File: src/rtl/xbm_pkg.sv
package xbm_pkg;
  parameter int AW = 16;
  parameter int DW = 8;

  // Register bit layout is software-visible, so field order is fixed.
  typedef struct packed {
    logic en;
    logic io_peek;
    logic scr_peek;
    logic spare;
    logic blk_hi;
    logic blk_lo;
    logic wp_hi;
    logic wp_lo;
  } xbm_cfg_t;

  // True when the address matches val on every bit set in care.
  function automatic logic f_hit(input logic [AW-1:0] a,
                                 input logic [AW-1:0] val,
                                 input logic [AW-1:0] care);
    return ((a ^ val) & care) == '0;
  endfunction
endpackage

File: src/rtl/xbm_cfg_reg.sv
module xbm_cfg_reg
  import xbm_pkg::*;
#(
  parameter logic [AW-1:0] CFG_ADDR = 16'hFFF0
) (
  input  logic          clk,
  input  logic          rst_n,
  input  logic [AW-1:0] addr,
  input  logic          rw,
  input  logic          phi2,
  input  logic [DW-1:0] wdata,
  output xbm_cfg_t      cfg_q,
  output logic          wr_fire
);
  localparam int PW = AW - 8;
  localparam logic [PW-1:0] PAGE = CFG_ADDR[AW-1:8];
  localparam logic [7:0]    OFS  = CFG_ADDR[7:0];

  logic page_wr;

  // First stage: any write into the register page.
  assign page_wr = phi2 & ~rw & (addr[AW-1:8] == PAGE);
  // Second stage: the one offset inside that page.
  assign wr_fire = page_wr & (addr[7:0] == OFS);

  always_ff @(posedge clk or negedge rst_n) begin
    if (!rst_n)       cfg_q <= '0;
    else if (wr_fire) cfg_q <= xbm_cfg_t'(wdata);
  end
endmodule

File: src/rtl/xbm_region.sv
module xbm_region
  import xbm_pkg::*;
(
  input  logic [AW-1:0] addr,
  output logic          upper,
  output logic          hi_half,
  output logic          scr_win,
  output logic          io_win
);
  localparam logic [AW-1:0] TOP  = 1 << (AW-1);
  localparam logic [AW-1:0] HALF = 1 << (AW-2);

  assign upper   = f_hit(addr, TOP, TOP);
  assign hi_half = f_hit(addr, TOP | HALF, TOP | HALF);
  assign scr_win = f_hit(addr, 16'h8000, 16'hF000);
  assign io_win  = f_hit(addr, 16'hE800, 16'hF800);
endmodule

File: src/rtl/xbm_gate.sv
module xbm_gate
  import xbm_pkg::*;
(
  input  xbm_cfg_t cfg,
  input  logic     upper,
  input  logic     hi_half,
  input  logic     scr_win,
  input  logic     io_win,
  input  logic     rw,
  input  logic     phi2,
  input  logic     main_cas_n,
  output logic     bank_a15,
  output logic     accept,
  output logic     xcol_en,
  output logic     buf_en,
  output logic     scr_unmapped
);
  logic peek_scr, peek_io, peek_hit, blk_sel, wp_sel, unused_spare;

  assign unused_spare = cfg.spare;

  assign peek_scr = scr_win & cfg.scr_peek;
  assign peek_io  = io_win & cfg.io_peek;
  assign peek_hit = peek_scr | peek_io;
  assign blk_sel  = hi_half ? cfg.blk_hi : cfg.blk_lo;
  assign wp_sel   = hi_half ? cfg.wp_hi  : cfg.wp_lo;

  always_comb begin
    if (cfg.en) bank_a15 = (upper & blk_sel) | peek_hit;
    else        bank_a15 = upper;
  end

  assign accept       = phi2 & upper & cfg.en & ~peek_hit & (rw | ~wp_sel);
  assign xcol_en      = accept & main_cas_n;
  assign buf_en       = (phi2 & ~main_cas_n) | accept;
  assign scr_unmapped = cfg.en & ~cfg.scr_peek;
endmodule

File: src/rtl/xbank_mapper.sv
module xbank_mapper
  import xbm_pkg::*;
#(
  parameter logic [AW-1:0] CFG_ADDR = 16'hFFF0
) (
  input  logic          clk,
  input  logic          rst_n,
  input  logic [AW-1:0] cpu_addr,
  input  logic          cpu_rw,
  input  logic          phi2,
  input  logic [DW-1:0] wdata,
  input  logic          main_cas_n,
  output logic          bank_a15,
  output logic          xcol_en,
  output logic          scr_unmapped,
  output logic          buf_en
);
  xbm_cfg_t cfg_q;
  logic wr_fire, upper, hi_half, scr_win, io_win, accept;

  xbm_cfg_reg #(.CFG_ADDR(CFG_ADDR)) u_reg (
    .clk(clk), .rst_n(rst_n), .addr(cpu_addr), .rw(cpu_rw), .phi2(phi2),
    .wdata(wdata), .cfg_q(cfg_q), .wr_fire(wr_fire)
  );

  xbm_region u_region (
    .addr(cpu_addr), .upper(upper), .hi_half(hi_half),
    .scr_win(scr_win), .io_win(io_win)
  );

  xbm_gate u_gate (
    .cfg(cfg_q), .upper(upper), .hi_half(hi_half), .scr_win(scr_win),
    .io_win(io_win), .rw(cpu_rw), .phi2(phi2), .main_cas_n(main_cas_n),
    .bank_a15(bank_a15), .accept(accept), .xcol_en(xcol_en),
    .buf_en(buf_en), .scr_unmapped(scr_unmapped)
  );
endmodule

File: config.mk
export PLATFORM = sky130hd
export DESIGN_NAME = xbank_mapper
export DESIGN_NICKNAME = d
export VERILOG_FILES = /design/src/rtl/xbm_pkg.sv /design/src/rtl/xbm_cfg_reg.sv /design/src/rtl/xbm_region.sv /design/src/rtl/xbm_gate.sv /design/src/rtl/xbank_mapper.sv
export SDC_FILE = /design/constraint.sdc
export NUM_CORES = 1
export LEC_CHECK = 0
export ABC_AREA = 1
export BUFFER_PORTS_ARGS = -buffer_cell sky130_fd_sc_hd__buf_2
export CORE_AREA = 2 2 39 41
export CTS_CLUSTER_SIZE = 30
export DETAILED_ROUTE_END_ITERATION = 16
export DIE_AREA = 0 0 41 43
export GPL_ROUTABILITY_DRIVEN = 1
export PLACE_DENSITY = 0.74
export SLEW_MARGIN = 20
export SYNTH_ARGS = -nofsm -noshare
export SYNTH_HDL_FRONTEND = slang
export SYNTH_SLANG_ARGS = --single-unit
File: constraint.sdc
create_clock -name clk -period 1.6 [get_ports clk]
set_input_delay 0.08 -clock clk [delete_from_list [all_inputs] [get_ports clk]]
set_output_delay 0.08 -clock clk [all_outputs]
set_load 0.03 [all_outputs]
==> results list, run 1 <==
* Crit. Startpoint: u_reg.cfg_q[5]
- Req. time, crit path: 1.52 ns
- Highest fanout seen on the critical path: 3
* CTS tree: done
* Avg Vias per Cell: 4.466
- The largest registers in the layout are u_reg.cfg_q x7.
- Derived from the worst setup path, the maximum achievable clock frequency is 0.7522 GHz.
- In the finished design, the share of the clock period the worst path needs comes to between 80 and 90%.
* Endpoint of the worst-slack reg-to-reg timing path: u_reg.cfg_q[5]
* Max-Slew Margin vs Limit: 75.64%
- After detailed routing, the number of remaining DRC violations is 0.
* Start-to-end type of the worst setup path: reg -> out
- The root buffer cell chosen for the clock tree is sky130_fd_sc_hd__clkbuf_4.
* Minimum setup slack among reg-to-reg paths: 0.92 ns
* Post-Syn Area: 508.0 µm²
* Synth Net Count: 110
- Final design utilization: between 50 and 60%
- The finished cells cover 719.4 µm².
* Static Leakage: 0.0004774 µW
* Path class of the lowest-slack min-delay path: in -> reg
- Half-perimeter wire length after placement: 872.7 µm
* Power per unit of standard cell area: 562.0 nW/µm²
* Largest net degree at the start of global routing: 9
* Total global routing track utilization: 13.72%
- The first global-routing pass estimated 1628 µm of wire.
* Synth cell types: 12
- Number of global-route vias before repair: ~460
- Status: finished, final reports clean
* Element type at the critical path end: output port
* DIE AREA: ~1800 µm²
- Ratio of cells with drive above 1 in the final layout: 32.48%
* Depth of the worst register-to-register path: 2
- The floorplan has 14 rows.
* Capturing instance or port of the critical path: xcol_en
- Summed over all instances, the cell type with the most area after synthesis is sky130_fd_sc_hd__dfrtp_1.
- On the final layout, the worst clock skew is 0 ns.
* Initial antenna violation count: 0
* Total clock buffers created by CTS: 3
* Deepest level of the CTS H-tree: 1
- STA classifies the critical path startpoint as a register.
- Gates resized during post-CTS repair numbered 0.
- The final hold violation count was 0.
- The die is 41 µm wide.
- Clock Path Buffers: 2
- Before CTS, the worst setup slack after placement is 0.5337 ns.
* Vias: 594
* Count of nets left with antenna violations after detail routing: 0
- Share of the yosys chip area belonging to registers: between 30 and 40%
- DRT Pass-1 Iters: 4
* Slack of the critical path: 0.2705 ns
- Routed wirelength normalized by instance count: 7.827 µm
- After synthesis, the mean cell area works out to 6.271 µm².
* Height of the die: 43 µm
* Flip-flop count of the largest register after layout: 7
- Register name with the most flops: u_reg.cfg_q
* YS warnings: 0
- Total overflow reported by the global router: 0
- DRC violation total after the first TritonRoute iteration: 10
- Setup TNS: 0 ns
- The area growth from synthesis to layout is 41.63%.
- Input and output buffers added on the ports amount to 31.
- In this run the count of I/O pins placed on the die edge is 33.
* Initial Utilization: 36.71%
- Count of antenna diodes in the layout: 0
- At the later pin of the worst-skew pair, clock insertion delay measures ~0.25 ns.
- The cell count after synthesis came out at 81.
- In this run the biggest area consumer among cell types represents 34.48% of the synthesized area.
- IR analysis of the VDD net gives a maximum drop of 0.0002504 V.
- Endpoints failing setup: 0
* Final GP Congestion: 0.7146
- Summing all placed instances gives a cell area of 683.2 µm².
- Number of nets in the layout: 147
- Number of placed cells counting well taps: 128
- At the pin with the least slew margin, the transition time is 0.3645 ns.
* Register bit total from synthesis: 7
- Top cells by area in the synthesized netlist: sky130_fd_sc_hd__dfrtp_1 34%, sky130_fd_sc_hd__nand2_1 25%, sky130_fd_sc_hd__inv_1 9.6%, sky130_fd_sc_hd__nor2_1 8.1%, sky130_fd_sc_hd__nor2_8 3.9%
- Setup repair after global routing left no endpoint under its margin.
* Number of non-filler instances in the completed layout: 133
- Post-route minimum period: 1.330 ns
- Clock edge transition at the registers on the reported setup and hold paths: roughly 0.050 ns
* Routed wire length: 1041 µm
* Critical Path AT: 1.25 ns
- The startpoint identified for the worst register-to-register timing path is u_reg.cfg_q[5].
- Clock tree synthesis found a total of 7 sinks.
* Placeable core region: approximately 1400 µm²
- The max-slew violation count is 0.
* Max cap viols: 0
## cell families after synthesis
group | synth area share [%]
DFF | 34.48
and+or+nand+nor | 47.04
AOI/OAI and AO/OA | 8.866
buffers and inverters | 9.607
## cell usage in the layout, fill, tap and decap left out, types with 2 or more instances in the layout
master                     instances
sky130_fd_sc_hd__buf_2            31
sky130_fd_sc_hd__o21ai_0           3
sky130_fd_sc_hd__dfrtp_1           7
sky130_fd_sc_hd__nand2_1          34
sky130_fd_sc_hd__a21oi_1           2
sky130_fd_sc_hd__inv_1            13
sky130_fd_sc_hd__o21ai_1           4
sky130_fd_sc_hd__nand3_1           3
sky130_fd_sc_hd__nor2_1           11
sky130_fd_sc_hd__clkbuf_4          3
## cell type report
type                            count  area [µm²]
Inverter                           13       48.80
Sequential cell                     7       175.2
Timing Repair Buffer               32       165.2
Tap cell                           16       20.02
Clock buffer                        4       26.28
Multi-Input combinational cell     61       284.0
Fill cell                         153       664.4
## power breakdown
part           internal, µW  leakage (µW)  switching (µW)
Sequential              177     0.0000979          0.0183
Clock                  95.0     0.0000150            62.9
Combinational          33.8      0.000365            35.2
Total                   306      0.000477            98.1
## cell usage after synthesis (all sizes together)
| cell type | number |
|---|---|
| dfrtp | 7 |
| nor2 | 13 |
| nand2 | 35 |
| a21oi | 2 |
| nand3 | 4 |
| inv | 13 |
| o21ai | 7 |
## routing by layer
metal	GRT usage (%)	share of wire, %
met1	14.05	40
met2	22.19	46
met3	3.665	11
met4	10.00	2.4
met5	0	0
## how the worst min path moves through the flow
stage                        start             end  slack (ns)  depth (start not counted)
after global routing      wdata[6]  u_reg.cfg_q[6]        0.03                          3
after CTS                 wdata[7]  u_reg.cfg_q[7]        0.03                          3
after detailed placement     rst_n  u_reg.cfg_q[7]       -0.08                          1
final                     wdata[7]  u_reg.cfg_q[7]        0.03                          3
after floorplan              rst_n  u_reg.cfg_q[0]       -0.22                          0
after global placement       rst_n  u_reg.cfg_q[7]       -0.09                          1
## what timing repair did
| item | 4_1_cts | 5_1_grt |
|---|---|---|
| hold buffers | 1 | 0 |
| endpoints found under the setup margin | 0 | 0 |
| setup buffers | 0 | 0 |
| endpoints found under the hold margin | 7 | 0 |
## critical path, stage by stage (launching register included)
cell and delay (ns):
sky130_fd_sc_hd__dfrtp_1 0.40, sky130_fd_sc_hd__inv_1 0.06, sky130_fd_sc_hd__nor2_1 0.03, sky130_fd_sc_hd__nand2_1 0.05, sky130_fd_sc_hd__nand2_1 0.05, sky130_fd_sc_hd__nand2_1 0.07
sky130_fd_sc_hd__nand2_1 0.07, sky130_fd_sc_hd__nor2_1 0.08, sky130_fd_sc_hd__buf_2 0.19
## stage by stage
step	hold slack, ns	power [µW]
finish	0.03009	404.3
global route	0.03051	431.1
CTS	0.02670	409.3
detailed placement	-0.08148	247.8
global placement	-0.08529	246.6
floorplan	-0.2156	204.8
Note: power is estimated with default switching activity, not from simulation.
==> inputs of run 2 (changes only) <==
--- a/config.mk
+++ b/config.mk
@@ -5,14 +5,13 @@
 export SDC_FILE = /design/constraint.sdc
 export NUM_CORES = 1
 export LEC_CHECK = 0
-export ABC_AREA = 1
+export ABC_AREA = 0
 export BUFFER_PORTS_ARGS = -buffer_cell sky130_fd_sc_hd__buf_2
 export CORE_AREA = 2 2 39 41
 export CTS_CLUSTER_SIZE = 30
 export DETAILED_ROUTE_END_ITERATION = 16
 export DIE_AREA = 0 0 41 43
 export GPL_ROUTABILITY_DRIVEN = 1
-export PLACE_DENSITY = 0.74
 export SLEW_MARGIN = 20
 export SYNTH_ARGS = -nofsm -noshare
 export SYNTH_HDL_FRONTEND = slang
==> constraint.sdc (replaced) <==
create_clock -name clk -period 1.3 [get_ports clk]
set_input_delay 0.065 -clock clk [delete_from_list [all_inputs] [get_ports clk]]
set_output_delay 0.065 -clock clk [all_outputs]
set_load 0.03 [all_outputs]
==> run 2 against run 1 <==
  * The flow now finishes with violations (setup timing)
  * Non-clock buffer count is 3 higher
  * Design area is 6.6% lower
  * Cell count is 34% lower
  * Clock-buffer cell count is 1 lower
  * Clock skew stayed put
  * Clock power is 18% higher
  * First-iteration DRC count is 100% lower
  * Global-route usage is 1.7 points lower
  * Critical endpoint unchanged
==> results list, run 2 <==
- The arrival time at the worst endpoint is 1.52 ns (was 1.25 ns).
- Top cells by area in the synthesized netlist: sky130_fd_sc_hd__dfrtp_1 44%, sky130_fd_sc_hd__mux2_2 23%, sky130_fd_sc_hd__nand3_2 5.0%, sky130_fd_sc_hd__nor4_2 3.1%, sky130_fd_sc_hd__mux2i_1 2.5% (was sky130_fd_sc_hd__dfrtp_1 34%, sky130_fd_sc_hd__nand2_1 25%, sky130_fd_sc_hd__inv_1 9.6%, sky130_fd_sc_hd__nor2_1 8.1%, sky130_fd_sc_hd__nor2_8 3.9%)
* Area fraction of the dominant cell type after synthesis: 44.03% (was 34.48%)
- The multi-input combinational cell area is 242.7 µm² (was 284.0 µm²).
* Max-Slew Margin vs Limit: 77.01% (was 75.64%)
- The starting density of the core came to 28.75% (was 36.71%).
- The cell repeated most along the worst path is sky130_fd_sc_hd__buf_4 (was sky130_fd_sc_hd__nand2_1).
- List of most frequent post-synthesis cells: 8 x sky130_fd_sc_hd__mux2_2, 7 x sky130_fd_sc_hd__dfrtp_1, 2 x sky130_fd_sc_hd__inv_1, 2 x sky130_fd_sc_hd__nand2_1, 2 x sky130_fd_sc_hd__nand3_2 (was 34 x sky130_fd_sc_hd__nand2_1, 13 x sky130_fd_sc_hd__inv_1, 11 x sky130_fd_sc_hd__nor2_1)
- The global-route usage over all layers was 11.98% (was 13.72%).
- The average wire per cell in the routed design is 10.88 µm (was 7.827 µm).
- The warning count from the yosys run came to 0 (unchanged).
- The max capacitance violation total was 0 (unchanged).
- DRC violation total after the first TritonRoute iteration: 0 (was 10)
- Horizontal die dimension: 41 µm (unchanged)
- The antenna cell count is 0 (unchanged).
- The cell type contributing the most total cell area after synthesis is sky130_fd_sc_hd__dfrtp_1 (unchanged).
* Ratio of cells with drive above 1 in the final layout: 73.61% (was 32.48%)
- Final GP Congestion: 0.6537 (was 0.7146)
* Number of synthesized flops with an enable pin: 0 (unchanged)
- Static Leakage: 0.0003498 µW (was 0.0004774 µW)
- Share of the yosys chip area belonging to registers: 44.03% (was 34.48%)
- The cell with the largest stage delay on the worst path is sky130_fd_sc_hd__or4b_4 (was sky130_fd_sc_hd__dfrtp_1).
- Register name with the most flops: u_reg.cfg_q (unchanged)
* Final Hold Vio Count: 0 (unchanged)
- The share of async-settable or async-resettable flops after synthesis was 100.0% (unchanged).
* Routed wire length: 957 µm (was 1041 µm)
- Start-to-end type of the worst setup path: reg -> out (unchanged)
- The kind of launch point of the worst setup path is a register (unchanged).
* Number of global-route vias before repair: 395 (was 458)
- The required time at the endpoint of the critical path was 1.24 ns (was 1.52 ns).
- The max-slew violation count came to 0 (unchanged).
- Element type at the critical path end: output port (unchanged)
- Flip-flop count of the largest register after layout: 7 (unchanged)
* Register bit total from synthesis: 7 (unchanged)
- The maximum fanout encountered on the critical timing path was 3 (unchanged).
- CTS tree: done (unchanged)
- After layout, the minimum clock period comes to 1.588 ns.
* Avg Vias per Cell: 4.682 (was 4.466)
* Post-CTS setup repair buffer count: 0 (unchanged)
- The delay of the slowest critical-path stage is 0.48 ns (was 0.40 ns).
* Cell area after layout: 671.9 µm² (was 719.4 µm²)
* Placeable core region: 1384 µm² (unchanged)
- Endpoints failing setup: 3 (was 0)
* DRT Pass-1 Iters: 1 (was 4)
- The smallest setup slack after layout is -0.2882 ns (was 0.2705 ns).
- Placement Cell Area: 601.8 µm² (was 683.2 µm²)
- The height of the die was 43 µm (unchanged).
- The worst setup skew after layout was 0 ns (unchanged).
- Post-Syn Area: 397.9 µm² (was 508.0 µm²)
- Number of nets in the layout: 102 (was 147)
- The sequential cell area is 175.2 µm² (unchanged).
* # rows: 14 (unchanged)
- Power per unit of standard cell area: 725.2 nW/µm² (was 562.0 nW/µm²)
- Maximum frequency from static timing analysis: 0.6296 GHz
- The total vias in the final route came to 412 (was 594).
- Path class of the lowest-slack min-delay path: in -> reg (unchanged)
* Synth cell types: 17 (was 12)
- The largest net degree at the start of global routing came to 8 (was 9).
* Actual transition at the worst max-transition pin: 0.3417 ns (was 0.3645 ns)
* Root buffer selected by CTS: sky130_fd_sc_hd__clkbuf_4 (unchanged)
* Clock insertion delay at the later pin of the skew report: 0.25 ns (about the same)
- Unrepaired setup endpoints after global routing: yes (was no).
* Total clock buffers created by CTS: 3 (unchanged)
- The number of nets produced by synthesis is 62 (was 110).
- Cell with the most instances after synthesis: sky130_fd_sc_hd__mux2_2 (was sky130_fd_sc_hd__nand2_1)
* Total overflow reported by the global router: 0 (unchanged)
- Status: finished with violations (was finished, final reports clean).
- The checks that failed: setup timing.
- Dividing the final minimum period by the clock period gives 122.2%.
- Global-route wire length before repair: 1414 µm (was 1628 µm)
- The half-perimeter wire length after placement was 800 µm (was 872.7 µm).
* Commonest non-fill, non-tap cell in the layout: sky130_fd_sc_hd__buf_2 (was sky130_fd_sc_hd__nand2_1)
- Initial antenna violation count: 0 (unchanged)
- Peak supply drop: 0.0004864 V (was 0.0002504 V)
* Clock sinks: 7 (unchanged)
- Gate count of the mapped netlist: 33 (was 81)
- The utilization after layout is 48.55% (was 51.99%).
* Deepest level of the CTS H-tree: 1 (unchanged)
* Largest registers in the final layout: u_reg.cfg_q x7 (unchanged)
* Setup TNS: -0.7318 ns (was 0 ns)
* Clock edge transition at the registers on the reported setup and hold paths: 0.05 ns (about the same)
- DIE AREA: 1763 µm² (unchanged)
- Sequence of cells on the critical path: or4b_4 -> o311ai_4 -> buf_4 -> nor3_2 -> buf_4 (was inv_1 -> nor2_1 -> nand2_1 -> nand2_1 -> nand2_1 -> nand2_1 -> nor2_1 -> buf_2).
* Ports placed on the boundary: 33 (unchanged)
- The layout overhead on the synthesized area came to 68.87% (was 41.63%).
- The main flop type after synthesis was sky130_fd_sc_hd__dfrtp_1 (unchanged).
- The fill cell instance count of the final layout was 131 (was 153).
- Clock Path Buffers: 2 (unchanged)
- I/O Buffers: 31 (unchanged)
* Count of nets left with antenna violations after detail routing: 0 (unchanged)
- Mean cell area of the mapped netlist: 12.06 µm² (was 6.271 µm²)
- Residual DRC count: 0 (unchanged)
* Highest-count cells in the layout ignoring fill and taps: 28 x sky130_fd_sc_hd__buf_2, 8 x sky130_fd_sc_hd__mux2_2, 7 x sky130_fd_sc_hd__dfrtp_1 (was 34 x sky130_fd_sc_hd__nand2_1, 31 x sky130_fd_sc_hd__buf_2, 13 x sky130_fd_sc_hd__inv_1)
## run 2: cell count changes after synthesis, sizes merged, moves of 2 or more
cell   before  now
nand3       4    2
nor2       13    0
o21ai       7    0
mux2        0    8
nor4        0    2
inv        13    2
nand2      35    2
a21oi       2    0
## run 2: worst max-delay path: cells and delay by family (launching register included)
kind	cells	cell delay [ns]
simple gates	2	0.51
compound gates	1	0.11
flops	1	0.33
buf+inv	2	0.33
## run 2: metrics by stage
step	setup WS, ns	hold WS, ns	total power (µW)	std cells
floorplan	-0.04661	-0.2306	241.7	33
finish	-0.2882	0.04680	487.3	88
CTS	-0.3012	0.03424	502.5	88
global route	-0.3593	0.04461	522.0	88
detailed placement	-0.1126	-0.09431	296.7	83
global placement	-0.09455	-0.09437	296.4	83
## run 2: final timing paths
check                          startpoint        endpoint  slack (ns)  cells after the start
setup reg to reg           u_reg.cfg_q[5]  u_reg.cfg_q[5]        0.44                      2
max in group asynchronous           rst_n  u_reg.cfg_q[3]        0.97                      2
hold reg to reg            u_reg.cfg_q[3]  u_reg.cfg_q[3]        0.50                      1
hold / removal                   wdata[7]  u_reg.cfg_q[7]        0.05                      2
setup / recovery           u_reg.cfg_q[5]         xcol_en       -0.29                      5
min in group asynchronous           rst_n  u_reg.cfg_q[5]        0.17                      2
## run 2: power by group
part	switching [µW]	internal [µW]	total (µW)
Clock	75.4	112	187
Sequential	0.0224	218	218
Combinational	36.9	44.8	81.6
Total	112	375	487
## run 2: cells by family (layout without fill, tap and decap cells)
logic type | after synthesis | after routing | synth area share, %
AOI/OAI and AO/OA | 4 | 4 | 8.178
buffers and inverters | 2 | 41 | 1.887
DFF | 7 | 7 | 44.03
muxes | 9 | 9 | 25.16
and+or+nand+nor | 11 | 11 | 20.76
## run 2: routing by layer
metal  GRT usage [%]  vias to the layer above  part of all wire (%)
met3           2.618                        0                    16
met5               0                        -                     0
li1                -                      205                     -
met1           11.00                      180                    37
met4           6.000                        0                     0
met2           22.19                       27                    47
## run 2: timing repair
action                                 in CTS  in global routing
setup endpoints to repair                   3                  3
pin swaps                                   1                  0
gates cloned                                0                  0
hold buffers                                1                  0
endpoints found under the hold margin       7                  0
resized for setup                           8                  0
## run 2: final cells by class
cell class / instances / area share, %
multi-input combinational: 24 / 36.13
timing repair buffer: 35 / 29.61
sequential: 7 / 26.07
clock buffer: 3 / 3.352
tap: 16 / 2.980
inverter: 2 / 1.117
clock inverter: 1 / 0.7449
